==> src/rtl/tmr_pkg.sv <==
package tmr_pkg;
   typedef enum logic [1:0] {
      EDGE_OFF  = 2'b00,
      EDGE_RISE = 2'b01,
      EDGE_FALL = 2'b10,
      EDGE_BOTH = 2'b11
   } edge_sel_e;

   typedef enum logic [1:0] {
      ACT_NONE   = 2'b00,
      ACT_TOGGLE = 2'b01,
      ACT_CLEAR  = 2'b10,
      ACT_SET    = 2'b11
   } cmp_act_e;
endpackage

==> src/rtl/tmr_tick.sv <==
module tmr_tick #(
   parameter int DIV = 1
) (
   input  logic clk,
   input  logic rst_n,
   output logic tick
);
   localparam int DW = (DIV > 1) ? $clog2(DIV) : 1;
   localparam logic [DW-1:0] LAST = DW'(DIV - 1);

   logic [DW-1:0] div_q;

   always_ff @(posedge clk or negedge rst_n) begin
      if (!rst_n)             div_q <= '0;
      else if (div_q == LAST) div_q <= '0;
      else                    div_q <= div_q + 1'b1;
   end

   assign tick = (div_q == LAST);
endmodule

==> src/rtl/tmr_capture.sv <==
module tmr_capture
   import tmr_pkg::*;
#(
   parameter int CW          = 16,
   parameter int SYNC_STAGES = 2
) (
   input  logic          clk,
   input  logic          rst_n,
   input  logic          pin,
   input  edge_sel_e     edge_sel,
   input  logic [CW-1:0] count,
   input  logic          freeze_set,
   input  logic          freeze_clr,
   output logic [CW-1:0] cap_val,
   output logic          cap_hit,
   output logic          hold
);
   logic [SYNC_STAGES-1:0] sync_q;
   logic                   pin_s;
   logic                   prev_q;
   logic                   rise, fall, trig;

   generate
      if (SYNC_STAGES == 2) begin : g_sync2
         always_ff @(posedge clk or negedge rst_n) begin
            if (!rst_n) sync_q <= '0;
            else        sync_q <= {sync_q[0], pin};
         end
      end else begin : g_syncn
         always_ff @(posedge clk or negedge rst_n) begin
            if (!rst_n) sync_q <= '0;
            else        sync_q <= {sync_q[SYNC_STAGES-2:0], pin};
         end
      end
   endgenerate

   assign pin_s = sync_q[SYNC_STAGES-1];

   always_ff @(posedge clk or negedge rst_n) begin
      if (!rst_n) prev_q <= 1'b0;
      else        prev_q <= pin_s;
   end

   assign rise = pin_s & ~prev_q;
   assign fall = ~pin_s & prev_q;

   always_comb begin
      unique case (edge_sel)
         EDGE_RISE: trig = rise;
         EDGE_FALL: trig = fall;
         EDGE_BOTH: trig = rise | fall;
         default:   trig = 1'b0;
      endcase
   end

   assign cap_hit = trig & ~hold;

   always_ff @(posedge clk or negedge rst_n) begin
      if (!rst_n)          hold <= 1'b0;
      else if (freeze_set) hold <= 1'b1;
      else if (freeze_clr) hold <= 1'b0;
   end

   always_ff @(posedge clk or negedge rst_n) begin
      if (!rst_n)       cap_val <= '0;
      else if (cap_hit) cap_val <= count;
   end
endmodule

==> src/rtl/tmr_compare.sv <==
module tmr_compare
   import tmr_pkg::*;
#(
   parameter int CW = 16,
   parameter int BW = 8
) (
   input  logic          clk,
   input  logic          rst_n,
   input  logic          tick,
   input  logic [CW-1:0] count,
   input  logic          wr_hi,
   input  logic          wr_lo,
   input  logic [BW-1:0] wdata,
   input  cmp_act_e      act,
   output logic [CW-1:0] cmp_val,
   output logic          hold,
   output logic          cmp_hit,
   output logic          pin
);
   assign cmp_hit = tick & ~hold & (count == cmp_val);

   always_ff @(posedge clk or negedge rst_n) begin
      if (!rst_n) begin
         cmp_val <= '1;
         hold    <= 1'b0;
      end else if (wr_hi) begin
         cmp_val[CW-1:BW] <= wdata;
         hold             <= 1'b1;
      end else if (wr_lo) begin
         cmp_val[BW-1:0] <= wdata;
         hold            <= 1'b0;
      end
   end

   always_ff @(posedge clk or negedge rst_n) begin
      if (!rst_n) pin <= 1'b0;
      else if (cmp_hit) begin
         unique case (act)
            ACT_TOGGLE: pin <= ~pin;
            ACT_CLEAR:  pin <= 1'b0;
            ACT_SET:    pin <= 1'b1;
            default:    pin <= pin;
         endcase
      end
   end
endmodule

==> src/rtl/tmr_cc_top.sv <==
module tmr_cc_top
   import tmr_pkg::*;
#(
   parameter int CW          = 16,
   parameter int BW          = 8,
   parameter int NCAP        = 2,
   parameter int NCMP        = 2,
   parameter int DIV         = 1,
   parameter int SYNC_STAGES = 2,
   parameter int AW          = 4
) (
   input  logic            clk,
   input  logic            rst_n,
   input  logic [AW-1:0]   bus_addr,
   input  logic            bus_wr,
   input  logic            bus_rd,
   input  logic [BW-1:0]   bus_wdata,
   output logic [BW-1:0]   bus_rdata,
   input  logic [NCAP-1:0] cap_pin,
   output logic [NCMP-1:0] cmp_pin
);
   localparam int NFLAG    = NCAP + NCMP + 1;
   localparam int CAP_BASE = 2;
   localparam int CMP_BASE = CAP_BASE + 2 * NCAP;
   localparam int A_CTRL   = CMP_BASE + 2 * NCMP;
   localparam int A_FLAG   = A_CTRL + 1;
   localparam int NREG     = A_FLAG + 1;
   localparam int OVF_BIT  = NCAP + NCMP;

   generate
      if (CW != 2 * BW) begin : g_bad_width
         $error("counter width must be twice the bus width");
      end
      if (2 * (NCAP + NCMP) > BW) begin : g_bad_ctrl
         $error("channel control fields do not fit one register");
      end
      if (NFLAG > BW) begin : g_bad_flags
         $error("flags do not fit one register");
      end
      if (NREG > (1 << AW)) begin : g_bad_addr
         $error("address width too small for the register map");
      end
      if (DIV < 1 || SYNC_STAGES < 2) begin : g_bad_misc
         $error("divide must be at least 1 and synchroniser at least 2 stages");
      end
   endgenerate

   logic              tick;
   logic [CW-1:0]     count;
   logic              wrap;
   logic [BW-1:0]     cnt_snap;
   logic              cnt_held;
   logic [BW-1:0]     ctrl_q;
   logic [NFLAG-1:0]  flags;
   logic [NFLAG-1:0]  flag_set;
   logic [NFLAG-1:0]  flag_clr;
   logic [NCAP-1:0]   cap_hit;
   logic [NCAP-1:0]   cap_hold;
   logic [CW-1:0]     cap_val [NCAP];
   logic [NCMP-1:0]   cmp_hit;
   logic [NCMP-1:0]   cmp_hold;
   logic [CW-1:0]     cmp_val [NCMP];
   logic [BW-1:0]     rd_val;

   tmr_tick #(.DIV(DIV)) u_tick (
      .clk   (clk),
      .rst_n (rst_n),
      .tick  (tick)
   );

   always_ff @(posedge clk or negedge rst_n) begin
      if (!rst_n)    count <= '0;
      else if (tick) count <= count + 1'b1;
   end

   assign wrap = tick & (count == '1);

   always_ff @(posedge clk or negedge rst_n) begin
      if (!rst_n) begin
         cnt_snap <= '0;
         cnt_held <= 1'b0;
      end else if (bus_rd && bus_addr == AW'(0)) begin
         cnt_snap <= count[BW-1:0];
         cnt_held <= 1'b1;
      end else if (bus_rd && bus_addr == AW'(1)) begin
         cnt_held <= 1'b0;
      end
   end

   always_ff @(posedge clk or negedge rst_n) begin
      if (!rst_n)                                ctrl_q <= '0;
      else if (bus_wr && bus_addr == AW'(A_CTRL)) ctrl_q <= bus_wdata;
   end

   generate
      for (genvar i = 0; i < NCAP; i++) begin : g_cap
         logic frz_set, frz_clr;
         assign frz_set = bus_rd && (bus_addr == AW'(CAP_BASE + 2 * i));
         assign frz_clr = bus_rd && (bus_addr == AW'(CAP_BASE + 2 * i + 1));
         tmr_capture #(.CW(CW), .SYNC_STAGES(SYNC_STAGES)) u_cap (
            .clk        (clk),
            .rst_n      (rst_n),
            .pin        (cap_pin[i]),
            .edge_sel   (edge_sel_e'(ctrl_q[2*i +: 2])),
            .count      (count),
            .freeze_set (frz_set),
            .freeze_clr (frz_clr),
            .cap_val    (cap_val[i]),
            .cap_hit    (cap_hit[i]),
            .hold       (cap_hold[i])
         );
      end

      for (genvar j = 0; j < NCMP; j++) begin : g_cmp
         logic w_hi, w_lo;
         assign w_hi = bus_wr && (bus_addr == AW'(CMP_BASE + 2 * j));
         assign w_lo = bus_wr && (bus_addr == AW'(CMP_BASE + 2 * j + 1));
         tmr_compare #(.CW(CW), .BW(BW)) u_cmp (
            .clk     (clk),
            .rst_n   (rst_n),
            .tick    (tick),
            .count   (count),
            .wr_hi   (w_hi),
            .wr_lo   (w_lo),
            .wdata   (bus_wdata),
            .act     (cmp_act_e'(ctrl_q[2*(NCAP+j) +: 2])),
            .cmp_val (cmp_val[j]),
            .hold    (cmp_hold[j]),
            .cmp_hit (cmp_hit[j]),
            .pin     (cmp_pin[j])
         );
      end
   endgenerate

   assign flag_set = {wrap, cmp_hit, cap_hit};
   assign flag_clr = (bus_wr && bus_addr == AW'(A_FLAG)) ? bus_wdata[NFLAG-1:0] : '0;

   always_ff @(posedge clk or negedge rst_n) begin
      if (!rst_n) flags <= '0;
      else        flags <= (flags & ~flag_clr) | flag_set;
   end

   always_comb begin
      rd_val = '0;
      if (bus_addr == AW'(0)) rd_val = count[CW-1:BW];
      if (bus_addr == AW'(1)) rd_val = cnt_held ? cnt_snap : count[BW-1:0];
      for (int i = 0; i < NCAP; i++) begin
         if (bus_addr == AW'(CAP_BASE + 2 * i))     rd_val = cap_val[i][CW-1:BW];
         if (bus_addr == AW'(CAP_BASE + 2 * i + 1)) rd_val = cap_val[i][BW-1:0];
      end
      for (int j = 0; j < NCMP; j++) begin
         if (bus_addr == AW'(CMP_BASE + 2 * j))     rd_val = cmp_val[j][CW-1:BW];
         if (bus_addr == AW'(CMP_BASE + 2 * j + 1)) rd_val = cmp_val[j][BW-1:0];
      end
      if (bus_addr == AW'(A_CTRL)) rd_val = ctrl_q;
      if (bus_addr == AW'(A_FLAG)) rd_val = BW'(flags);
   end

   assign bus_rdata = bus_rd ? rd_val : '0;
endmodule

==> config.mk <==
export PLATFORM = sky130hd
export DESIGN_NAME = tmr_cc_top
export DESIGN_NICKNAME = d
export VERILOG_FILES = /design/src/rtl/tmr_pkg.sv /design/src/rtl/tmr_tick.sv /design/src/rtl/tmr_capture.sv /design/src/rtl/tmr_compare.sv /design/src/rtl/tmr_cc_top.sv
export SDC_FILE = /design/constraint.sdc
export NUM_CORES = 1
export LEC_CHECK = 0
export BUFFER_PORTS_ARGS = -buffer_cell sky130_fd_sc_hd__buf_2
export CAP_MARGIN = 40
export CORE_MARGIN = 2
export CORE_UTILIZATION = 35
export CTS_CLUSTER_SIZE = 40
export DETAILED_ROUTE_END_ITERATION = 8
export GPL_ROUTABILITY_DRIVEN = 0
export PLACE_DENSITY = 0.53
export REMOVE_ABC_BUFFERS = 1
export SLEW_MARGIN = 30
export SYNTH_ARGS = -nofsm -noshare
export SYNTH_HDL_FRONTEND = slang
export SYNTH_SLANG_ARGS = --single-unit
==> constraint.sdc <==
create_clock -name clk -period 1.9 [get_ports clk]
set_input_delay 0.285 -clock clk [delete_from_list [all_inputs] [get_ports clk]]
set_output_delay 0.285 -clock clk [all_outputs]
set_load 0.02 [all_outputs]
After elaboration in Yosys (flattened, before gate mapping)
Cells that the tools add are included.
{"block": "op_classes", "add_sub_neg": 2, "n_eq_ne": 26, "muxes": 30, "bitwise": 29, "n_reduce_logical": 24}
{"op": "two-way mux 8 bit", "n": 14}
{"op": "== test 16 bit", "n": 2}
{"op": "adder 16 x 1 -> 16 bit (second input constant)", "n": 1}
{"op": "== test 16 bit (second input constant)", "n": 1}
{"op": "== test 2 bit (second input constant)", "n": 8}
{"op": "== test 4 x 3 -> 1 bit (second input constant)", "n": 4}
{"op": "== test 4 bit (second input constant)", "n": 4}
{"op": "inverter 1 bit", "n": 13}
{"op": "logical AND 1 bit", "n": 12}
{"op": "one-hot mux 1 bit (3 select lines)", "n": 4}
{"op": "bitwise AND 1 bit", "n": 11}
{"op": "two-way mux 1 bit", "n": 11}
{"op": "nonzero test 2 bit", "n": 5}
{"op": "== test 2 x 1 -> 1 bit (second input constant)", "n": 4}
{"op": "== test 4 x 2 -> 1 bit (second input constant)", "n": 2}
{"op": "AND reduction 2 bit", "n": 4}
{"op": "nonzero test 3 bit", "n": 2}
{"op": "bitwise AND 5 bit", "n": 1}
{"op": "two-way mux 5 bit", "n": 1}
{"op": "inverter 5 bit", "n": 1}
{"op": "OR 5 bit", "n": 1}
{"op": "== test 4 x 1 -> 1 bit (second input constant)", "n": 1}
{"op": "logical NOT 4 bit", "n": 1}
{"op": "OR 1 bit", "n": 2}
{"op": "adder 1 bit (second input constant)", "n": 1}
{"block": "totals", "reg_bits": 115, "input_bits": 18, "output_inout_bits": 10, "wordCells": 133}

Longest topological paths before layout
Gate-level depths: netlist of the first run.
{"block": "logic_depth", "ltp_word": 14, "ltp_mapped": 8, "mapped_depth_nobuf": 7}

Hierarchy
From an unflattened synthesis of the first run, not the netlist that was laid out.
{"block": "unflattened", "cells_unflattened": 531, "hier_area_um2": 6308.6}
{"module": "tmr_cc_top", "n_inst": 1, "cells_each": 295, "area_each_um2": 2816.5, "seq_area_each_um2": 950.9}
{"module": "tmr_compare", "n_inst": 2, "cells_each": 69, "area_each_um2": 924.6, "seq_area_each_um2": 470.5}
{"module": "tmr_capture", "n_inst": 2, "cells_each": 48, "area_each_um2": 815.8, "seq_area_each_um2": 500.5}
{"module": "tmr_tick", "n_inst": 1, "cells_each": 2, "area_each_um2": 11.3, "seq_area_each_um2": 0.0}

Least setup slack after synthesis of the first run
Ideal clock, no wire load.
{"block": "synth_path", "path_kind": "input-to-output", "startpoint": "in bus_addr[0]", "endpoint": "out bus_rdata[5]", "arrival_ps": 1561, "required_ps": 1615, "path_slack_ps": 54, "cell_stages": 7, "n_path_buf": 3, "path_cell_list": "buf_6 -> buf_12 -> buf_8 -> mux2i_1 -> nor3_2 -> o21bai_1 -> a221oi_1"}
{"block": "synth_via", "elab_chain_cells": 14, "elab_cells_between_ends": 25, "classes_between": "eq/ne: 11; mux: 13; reduce/logical: 1"}
{"item": "start, declared", "line_no": "tmr_cc_top.sv:14", "text": "input logic [AW-1:0] bus_addr,"}
{"item": "logical NOT 4 bit", "line_no": "tmr_cc_top.sv:145", "text": "if (bus_addr == AW'(0)) rd_val = count[CW-1:BW];"}
{"item": "two-way mux 8 bit", "line_no": "tmr_cc_top.sv:145"}
{"item": "two-way mux 8 bit", "line_no": "tmr_cc_top.sv:146", "text": "if (bus_addr == AW'(1)) rd_val = cnt_held ? cnt_snap : count[BW-1:0];"}
{"item": "two-way mux 8 bit", "line_no": "tmr_cc_top.sv:148", "text": "if (bus_addr == AW'(CAP_BASE + 2 * i)) rd_val = cap_val[i][CW-1:BW];"}
{"item": "two-way mux 8 bit", "line_no": "tmr_cc_top.sv:149", "text": "if (bus_addr == AW'(CAP_BASE + 2 * i + 1)) rd_val = cap_val[i][BW-1:0];"}
{"item": "two-way mux 8 bit", "line_no": "tmr_cc_top.sv:148"}
{"item": "two-way mux 8 bit", "line_no": "tmr_cc_top.sv:149"}
{"item": "two-way mux 8 bit", "line_no": "tmr_cc_top.sv:152", "text": "if (bus_addr == AW'(CMP_BASE + 2 * j)) rd_val = cmp_val[j][CW-1:BW];"}
{"item": "two-way mux 8 bit", "line_no": "tmr_cc_top.sv:153", "text": "if (bus_addr == AW'(CMP_BASE + 2 * j + 1)) rd_val = cmp_val[j][BW-1:0];"}
{"item": "two-way mux 8 bit", "line_no": "tmr_cc_top.sv:152"}
{"item": "two-way mux 8 bit", "line_no": "tmr_cc_top.sv:153"}
{"item": "two-way mux 8 bit", "line_no": "tmr_cc_top.sv:155", "text": "if (bus_addr == AW'(A_CTRL)) rd_val = ctrl_q;"}
{"item": "two-way mux 8 bit (*)", "line_no": "tmr_cc_top.sv:156", "text": "if (bus_addr == AW'(A_FLAG)) rd_val = BW'(flags);"}
{"item": "two-way mux 8 bit (*)", "line_no": "tmr_cc_top.sv:159", "text": "assign bus_rdata = bus_rd ? rd_val : '0;"}
{"item": "end, declared", "line_no": "tmr_cc_top.sv:18", "text": "output logic [BW-1:0] bus_rdata,"}
Mark *: on every way between the ends. The rest lies on a longest branch, timed or not.

Worst setup path in the final report of the first run
{"block": "layout_path", "startpoint": "reg cnt_held", "endpoint": "out bus_rdata[5]"}
{"block": "layout_via", "elab_chain_cells": 13}
{"item": "start, declared", "line_no": "tmr_cc_top.sv:52", "text": "logic cnt_held;"}
{"item": "start signal, assigned", "line_no": "tmr_cc_top.sv:81", "text": "cnt_held <= 1'b0;"}
{"item": "start signal, assigned", "line_no": "tmr_cc_top.sv:84", "text": "cnt_held <= 1'b1;"}
{"item": "start signal, assigned", "line_no": "tmr_cc_top.sv:86", "text": "cnt_held <= 1'b0;"}
{"item": "two-way mux 8 bit (2 in series)", "line_no": "tmr_cc_top.sv:146"}
{"item": "two-way mux 8 bit", "line_no": "tmr_cc_top.sv:148"}
{"item": "two-way mux 8 bit", "line_no": "tmr_cc_top.sv:149"}
{"item": "two-way mux 8 bit", "line_no": "tmr_cc_top.sv:148"}
{"item": "two-way mux 8 bit", "line_no": "tmr_cc_top.sv:149"}
{"item": "two-way mux 8 bit", "line_no": "tmr_cc_top.sv:152"}
{"item": "two-way mux 8 bit", "line_no": "tmr_cc_top.sv:153"}
{"item": "two-way mux 8 bit", "line_no": "tmr_cc_top.sv:152"}
{"item": "two-way mux 8 bit", "line_no": "tmr_cc_top.sv:153"}
{"item": "two-way mux 8 bit", "line_no": "tmr_cc_top.sv:155"}
{"item": "two-way mux 8 bit", "line_no": "tmr_cc_top.sv:156"}
{"item": "two-way mux 8 bit", "line_no": "tmr_cc_top.sv:159"}
Every way passes these cells.

==> out/qor.yml, run 1 <==
grt:
  grt_max_degree: 48
  grt_pass1_wl_microns: 26700
  grt_pass1_vias: 4529
  antenna_found_initial: 0
  grt_use_total: 0.197
  grt_overflow: 0
cells_and_area:
  final_area_sq_mm: 0.00774
  stdcell_count: 851
  drive_gt1_frac: 0.439
  nNetsFinal: 636
  num-fill-cells: 1633
  syn2layout_area_growth_pct: 26.7
  antennaDiodeCount: 0
route:
  drtPass1Iterations: 4
  vias: 4371
  ant_nets: 0
  wl_per_cell_microns: 19.9
  drt_iter0_drc: 249
  wl_microns: 16900
  remaining_drc_errors: 0
  routed_via_density: 5.14
logic_synthesis:
  seq_area_frac_synth: 0.473
  synth-seq-cells: 114
  synth_top_area_share: 0.336
  syn_area_sq_mm: 0.00611
  syn_avg_cell_area_sq_um: 11.5
  synth_area_leaders: "dfrtp_1 (34%), mux2_2 (14%), dfstp_2 (14%)"
  synth.top_cells.by_count: "dfrtp_1 (82), mux2_2 (76), nand2_1 (35), dfstp_2 (32), mux2i_1 (27)"
  yosysMostFrequentCell: "dfrtp_1"
  async_flop_share: 1.00
  synthFlopType: "dfrtp_1"
  synth_edf_count: 0
  yosysUniqueCellTypes: 61
  synth_top_area_cell: "dfrtp_1"
  syn_inst: 530
  yosys_warnings: 0
critical_path:
  reg2reg_from: "g_cap[0].u_cap.prev_q"
  reg2reg_depth: 7
  reg2reg_slack_ns: 0.13
  crit_top_cell: "buf_6"
  crit_fanout: 3
  r2r_end: "g_cap[0].u_cap.cap_val[12]"
  endpoint_kind: "output port"
  critPathSlowestCell: "dfrtp_1"
  timing.critical_path.max_delay_family: "compound AO/OA/AOI/OAI gates"
  arrival_ns: 2.04
  criticalPathCategory: "reg -> out"
  path_cells: "buf_6, mux2i_2, o21ai_1, a32oi_1, a221oi_2, buf_4, buf_6"
  worstPathRequired_ns: 1.62
  worst_path_largest_cell_delay_ns: 0.41
  startpoint_type: "flip-flop"
  crit_buf_inv: 3
timing:
  worstMarginPinSlew_ns: 0.501
  relSlewSlack: 0.666
  slew_violations: 0
  setup_viol: 8
  rsz0062_at_grt: "true"
  worst_slack_ns: -0.428
  finalHoldViolCount: 0
  finalCritPeriodShare: 1.23
  fin_skew_ns: 0.00864
  max_freq_mhz: 430
  final.min_clock_period_ns: 2.33
pwr:
  p_sw_mw: 2.13
  powerDensity_mw_per_mm2: 1080
  total_power_mw: 8.39
  pwr-share-comb: 0.177
  internal_power_mw: 6.26
  clock_power_share: 0.431
  seq_power_share: 0.392
  swShare: 0.254
  peakVddDrop_v: 0.000545
  leakagePower_nw: 3.45
clock_network:
  tritoncts: "built"
  cts_buffers: 17
  cts.sinks: 114
  htree_levels: 4
  clkTransAtPathRegs_ns: 0.06
  cts_root_buf: "clkbuf_16"
  clkLatencyLatePin_ns: 0.42
  cts_buffer_depth: 2
placement:
  place_inst: 814
  placed_area_sq_mm: 0.00691
  dp_hpwl_microns: 12500
  dp_slack_ns: -0.282
  port_buffers: 27
floorplan:
  die_area_sq_mm: 0.0185
  die_x_microns: 136
  rows: 48
  io_pins: 28
  fp.dieH_microns: 136
  initial_utilization: 0.356
  core_sq_mm: 0.0172
hold_path:
  min-delay-start: "bus_wdata[7]"
  hold-path-endpoint: "ctrl_q[7]"
  hold_path_class: "in -> reg"
  whs_path_depth: 3
outcome:
  status: "complete, but fails checks"
  failed_checks: "negative setup slack"
flow_run:
  maxCapViolations: 0
## state kept, by name (all words and copies together) (netlist names)
| register | count |
|---|---|
| ctrl_q | 8 |
| cnt_snap | 8 |
| g_cap.u_cap.prev_q | 2 |
| g_cmp.u_cmp.hold | 2 |
| cnt_held | 1 |
| g_cap.u_cap.sync_q | 4 |
| g_cap.u_cap.cap_val | 32 |
| g_cap.u_cap.hold | 2 |
| count | 16 |
| g_cmp.u_cmp.cmp_val | 32 |
| g_cmp.u_cmp.pin | 2 |
| flags | 5 |
## cells in the final DEF, fill, tap and decap left out, types with 3 or more instances in the layout
cell type,n
a211o_1,3
a21o_1,4
a21oi_1,15
a21oi_2,4
a22o_1,3
and3_1,4
buf_12,10
buf_2,18
buf_4,66
buf_6,8
bufinv_16,6
clkbuf_1,3
clkbuf_16,17
dfrtp_1,81
dfstp_2,32
dlygate4sd3_1,3
ha_1,5
inv_1,14
mux2_2,76
mux2i_1,25
mux4_2,4
nand2_1,34
nand2b_1,5
nand3_1,14
nand4_1,4
nor2_1,21
nor2_2,6
nor2b_1,5
nor3_2,3
nor4_1,4
o21ai_0,24
o21ai_1,3
o22ai_1,5
xnor2_1,20
xor2_1,26
## per-stage QoR
stage,hold WS [ns],setup TNS [ns],utilization
final,0.148,-2.89,0.451
after global routing,0.148,-3.72,0.451
after CTS,0.135,-2.97,0.446
after detailed placement,0.293,-0.721,0.402
after global placement,0.287,-0.549,0.402
after floorplan,-0.0106,0,-
## worst max-delay path by stage
stage	start	to	slack, ns	depth (start not counted)
after detailed placement	bus_addr[0]	bus_rdata[5]	-0.28	8
after CTS	cnt_held	bus_rdata[0]	-0.43	7
after global routing	cnt_held	bus_rdata[5]	-0.56	7
after floorplan	bus_addr[2]	bus_rdata[0]	0.02	5
after global placement	bus_addr[0]	bus_rdata[5]	-0.28	8
final	cnt_held	bus_rdata[5]	-0.43	7
## worst min-delay path: stages
cell and delay, ns:
buf_2 0.12, nand2_1 0.05, o21ai_0 0.07
## power groups by stage
| stage | sequential, mW | clock, mW | combinational, mW |
|---|---|---|---|
| final | 3.29 | 3.62 | 1.48 |
| after global routing | 3.35 | 3.79 | 1.62 |
| after CTS | 3.28 | 3.66 | 1.46 |
| after detailed placement | 3.31 | 0 | 1.42 |
| after global placement | 3.30 | 0 | 1.40 |
| after floorplan | 3.20 | 0 | 0.872 |
## final cells by class
type                            count  area (sq um)  share of cell area
Multi-Input combinational cell    360          2930               0.379
Sequential cell                   114          2890               0.374
Timing Repair Buffer              105           906               0.117
Clock buffer                       22           464              0.0600
Tap cell                          225           282              0.0364
Clock inverter                     10           205              0.0265
Inverter                           15          56.3             0.00727
## timing repair
item | 4_1_cts | 5_1_grt
endpoints found under the setup margin | 8 | 10
pin swaps | 12 | 11
resized for setup | 19 | 16
endpoints found under the hold margin | 22 | 0
buffers inserted | 0 | 2
hold buffers | 3 | 0
## logic make-up (layout without fill, tap and decap cells)
kind of cell | Yosys count | in the layout | synth area share
XOR/XNOR | 46 | 46 | 0.0659
flip-flops | 114 | 114 | 0.473
AND/OR/NAND/NOR | 114 | 114 | 0.0993
buffers and inverters | 56 | 152 | 0.0578
multiplexers | 109 | 109 | 0.203
AO/OA/AOI/OAI | 86 | 86 | 0.0899
adder cells (fa/ha/maj) | 5 | 5 | 0.0102
## metal layers
metal  vias to the layer above  track usage  part of all wire
met5                         -            0                 0
met3                        30       0.0406             0.038
met2                        94        0.306              0.48
met1                      2211        0.263              0.46
met4                         0       0.0880             0.030
li1                       2036            -                 -
(Power assumes the default switching activity.)
==> run 2, diff against run 1 <==
- CORE_UTILIZATION: 35 -> 45
- PLACE_DENSITY: 0.53 -> 0.64
==> run 2 against run 1 <==
Against the previous run: the flow still finishes with violations (negative setup slack); critical endpoint is now bus_rdata[2]; non-clock buffer count decreased by 11; via count increased by 0.30%; highest routed layer unchanged; global-route usage is 3.9 points higher; combinational power hardly changed; clock power down 12%; clock-buffer cell count is 1 lower.
==> out/qor.yml, run 2 (same netlist as run 1, synthesis figures left out) <==
outcome:
  status: "complete, but fails checks"
  failed_checks: "negative setup slack"
cells_and_area:
  largestRegisters: "g_cap.u_cap.cap_val: 32 flops, g_cmp.u_cmp.cmp_val: 32 flops, count: 16 flops"
  utilization: 0.565  # +0.114
  antennaDiodeCount: 0  # unchanged
  stdcell_count: 791  # -7.1%
  syn2layout_area_growth_pct: 22.4
  final_area_sq_mm: 0.00748  # -3.3%
  drive_gt1_frac: 0.428  # -0.0117
  nNetsFinal: 625  # -1.7%
  final_cell_mix: "dfrtp_1 (81), mux2_2 (76), buf_4 (61), nand2_1 (34), dfstp_2 (32)"
  final_common_cell: "dfrtp_1"
route:
  wl_microns: 15800  # -6.4%
  drt_iter0_drc: 314  # +26%
  drtPass1Iterations: 5  # +1
  wl_per_cell_microns: 20.0  # +0.68%
  ant_nets: 0  # unchanged
  remaining_drc_errors: 0  # unchanged
  routed_via_density: 5.54  # +7.9%
  vias: 4384  # +0.30%
grt:
  grt_pass1_wl_microns: 25800  # -3.6%
  grt_pass1_vias: 4586  # +1.3%
  antenna_found_initial: 0  # unchanged
  grt_max_degree: 42  # -13%
  grt_overflow: 0  # unchanged
  grt_use_total: 0.236  # +0.0394
critical_path:
  reg2reg_slack_ns: 0.10  # -0.03 ns
  r2r_end: "g_cmp[0].u_cmp.pin"
  critPathSlowestCell: "dfrtp_2"
  path_cells: "mux2_4, mux4_2, nand2_2, a21boi_2, buf_6"
  crit_fanout: 7  # +4
  crit_buf_inv: 1  # -2
  worstPathRequired_ns: 1.62  # about the same
  endpoint_kind: "output port"
  cp.depth: 5  # -2
  reg2reg_depth: 6  # -1
  reg2reg_from: "g_cmp[0].u_cmp.cmp_val[3]"
  startpoint_type: "flip-flop"
  timing.critical_path.max_delay_family: "multiplexers"
  crit_start: "cnt_held"
  criticalPathCategory: "reg -> out"
  crit_end: "bus_rdata[2]"
  arrival_ns: 1.96  # -0.08 ns
  worst_path_largest_cell_delay_ns: 0.48  # +0.07 ns
clock_network:
  cts_buffers: 17  # unchanged
  htree_levels: 4  # unchanged
  cts.sinks: 114  # unchanged
  cts_buffer_depth: 2  # unchanged
  tritoncts: "built"
  clkLatencyLatePin_ns: 0.41  # about the same
  clkTransAtPathRegs_ns: 0.05  # about the same
  cts_root_buf: "clkbuf_16"
pwr:
  clock_power_share: 0.402  # -0.029
  p_sw_mw: 2.09  # -1.8%
  internal_power_mw: 5.83  # -6.9%
  powerDensity_mw_per_mm2: 1060  # -2.3%
  pwr-share-comb: 0.182  # +0.005
  peakVddDrop_v: 0.000662  # +21%
  leakagePower_nw: 3.35  # -2.7%
  seq_power_share: 0.416  # +0.024
  swShare: 0.264  # +0.0104
floorplan:
  core_sq_mm: 0.0132  # -23%
  fp.dieH_microns: 121  # -11%
  io_pins: 28  # unchanged
  die_area_sq_mm: 0.0145  # -22%
  rows: 42  # -13%
  initial_utilization: 0.461  # +0.106
  die_x_microns: 121  # -11%
timing:
  setup-tns-final_ns: -2.30  # +0.593 ns
  fin_skew_ns: 0.00693  # -0.00171 ns
  slew_violations: 0  # unchanged
  max_freq_mhz: 446  # +3.9%
  relSlewSlack: 0.629  # -0.0365
  finalCritPeriodShare: 1.18  # -0.0460
  rsz0062_at_grt: "true"
  final.min_clock_period_ns: 2.24  # -0.0873 ns
  worst_slack_ns: -0.341  # +0.0873 ns
  setup_viol: 8  # unchanged
  worstMarginPinSlew_ns: 0.556  # +0.0547 ns
  finalHoldViolCount: 0  # unchanged
placement:
  port_buffers: 27  # unchanged
  placed_area_sq_mm: 0.00670  # -2.9%
  dp_slack_ns: -0.126  # +0.156 ns
  dp_hpwl_microns: 11300  # -9.4%
  place_inst: 748  # -8.1%
hold_path:
  hold_path_class: "in -> reg"
flow_run:
  maxCapViolations: 0  # unchanged
-- run 2: power by group through the flow --
stage | sequential, mW | clock [mW] | combinational (mW)
5_1_grt | 3.34 | 3.34 | 1.57
2_1_floorplan | 3.20 | 0 | 0.872
4_1_cts | 3.29 | 3.23 | 1.44
3_3_place_gp | 3.32 | 0 | 1.28
6_report | 3.29 | 3.18 | 1.45
3_5_place_dp | 3.34 | 0 | 1.32
-- run 2: layout make-up --
cell class                 count  area, sq um
fill                        1149         5760
multi-input combinational    360         2920
sequential                   114         2890
timing repair buffer          94          792
clock buffer                  21          460
tap                          176          220
clock inverter                11          135
inverter                      15         56.3
-- run 2: worst min path at each step --
stage,slack (ns),start,cells after the start,endpoint
after global routing,0.17,bus_wdata[5],3,g_cmp[1].u_cmp.cmp_val[5]
after floorplan,-0.01,rst_n,0,cnt_held
after CTS,0.13,bus_wdata[6],3,ctrl_q[6]
after global placement,0.30,rst_n,1,ctrl_q[7]
final,0.14,bus_wdata[6],3,ctrl_q[6]
after detailed placement,0.31,rst_n,1,ctrl_q[7]
-- run 2: through the flow --
stage	total power [mW]	hold WS (ns)
finish	7.92	0.143
CTS	7.96	0.127
global route	8.25	0.169
global placement	4.60	0.299
detailed placement	4.66	0.313
floorplan	4.08	-0.0106
-- run 2: repair_timing --
action	CTS	global route
gates resized for setup	22	5
pin swaps	18	4
gates cloned	0	0
setup buffers	8	0
hold buffers	3	0
endpoints found under the hold margin	20	0
setup endpoints to repair	9	12
-- run 2: layer usage --
layer	share of wire	wire length (microns)	GRT usage
met5	0	0	0
met4	0.014	226	0.0719
met3	0.057	901	0.0561
met2	0.49	7750	0.374
met1	0.44	6970	0.322
-- run 2: worst min-delay path, delay by kind of cell --
kind	cells	cell delay (ns)
compound gates	1	0.06
simple gates	1	0.05
buf+inv	1	0.12
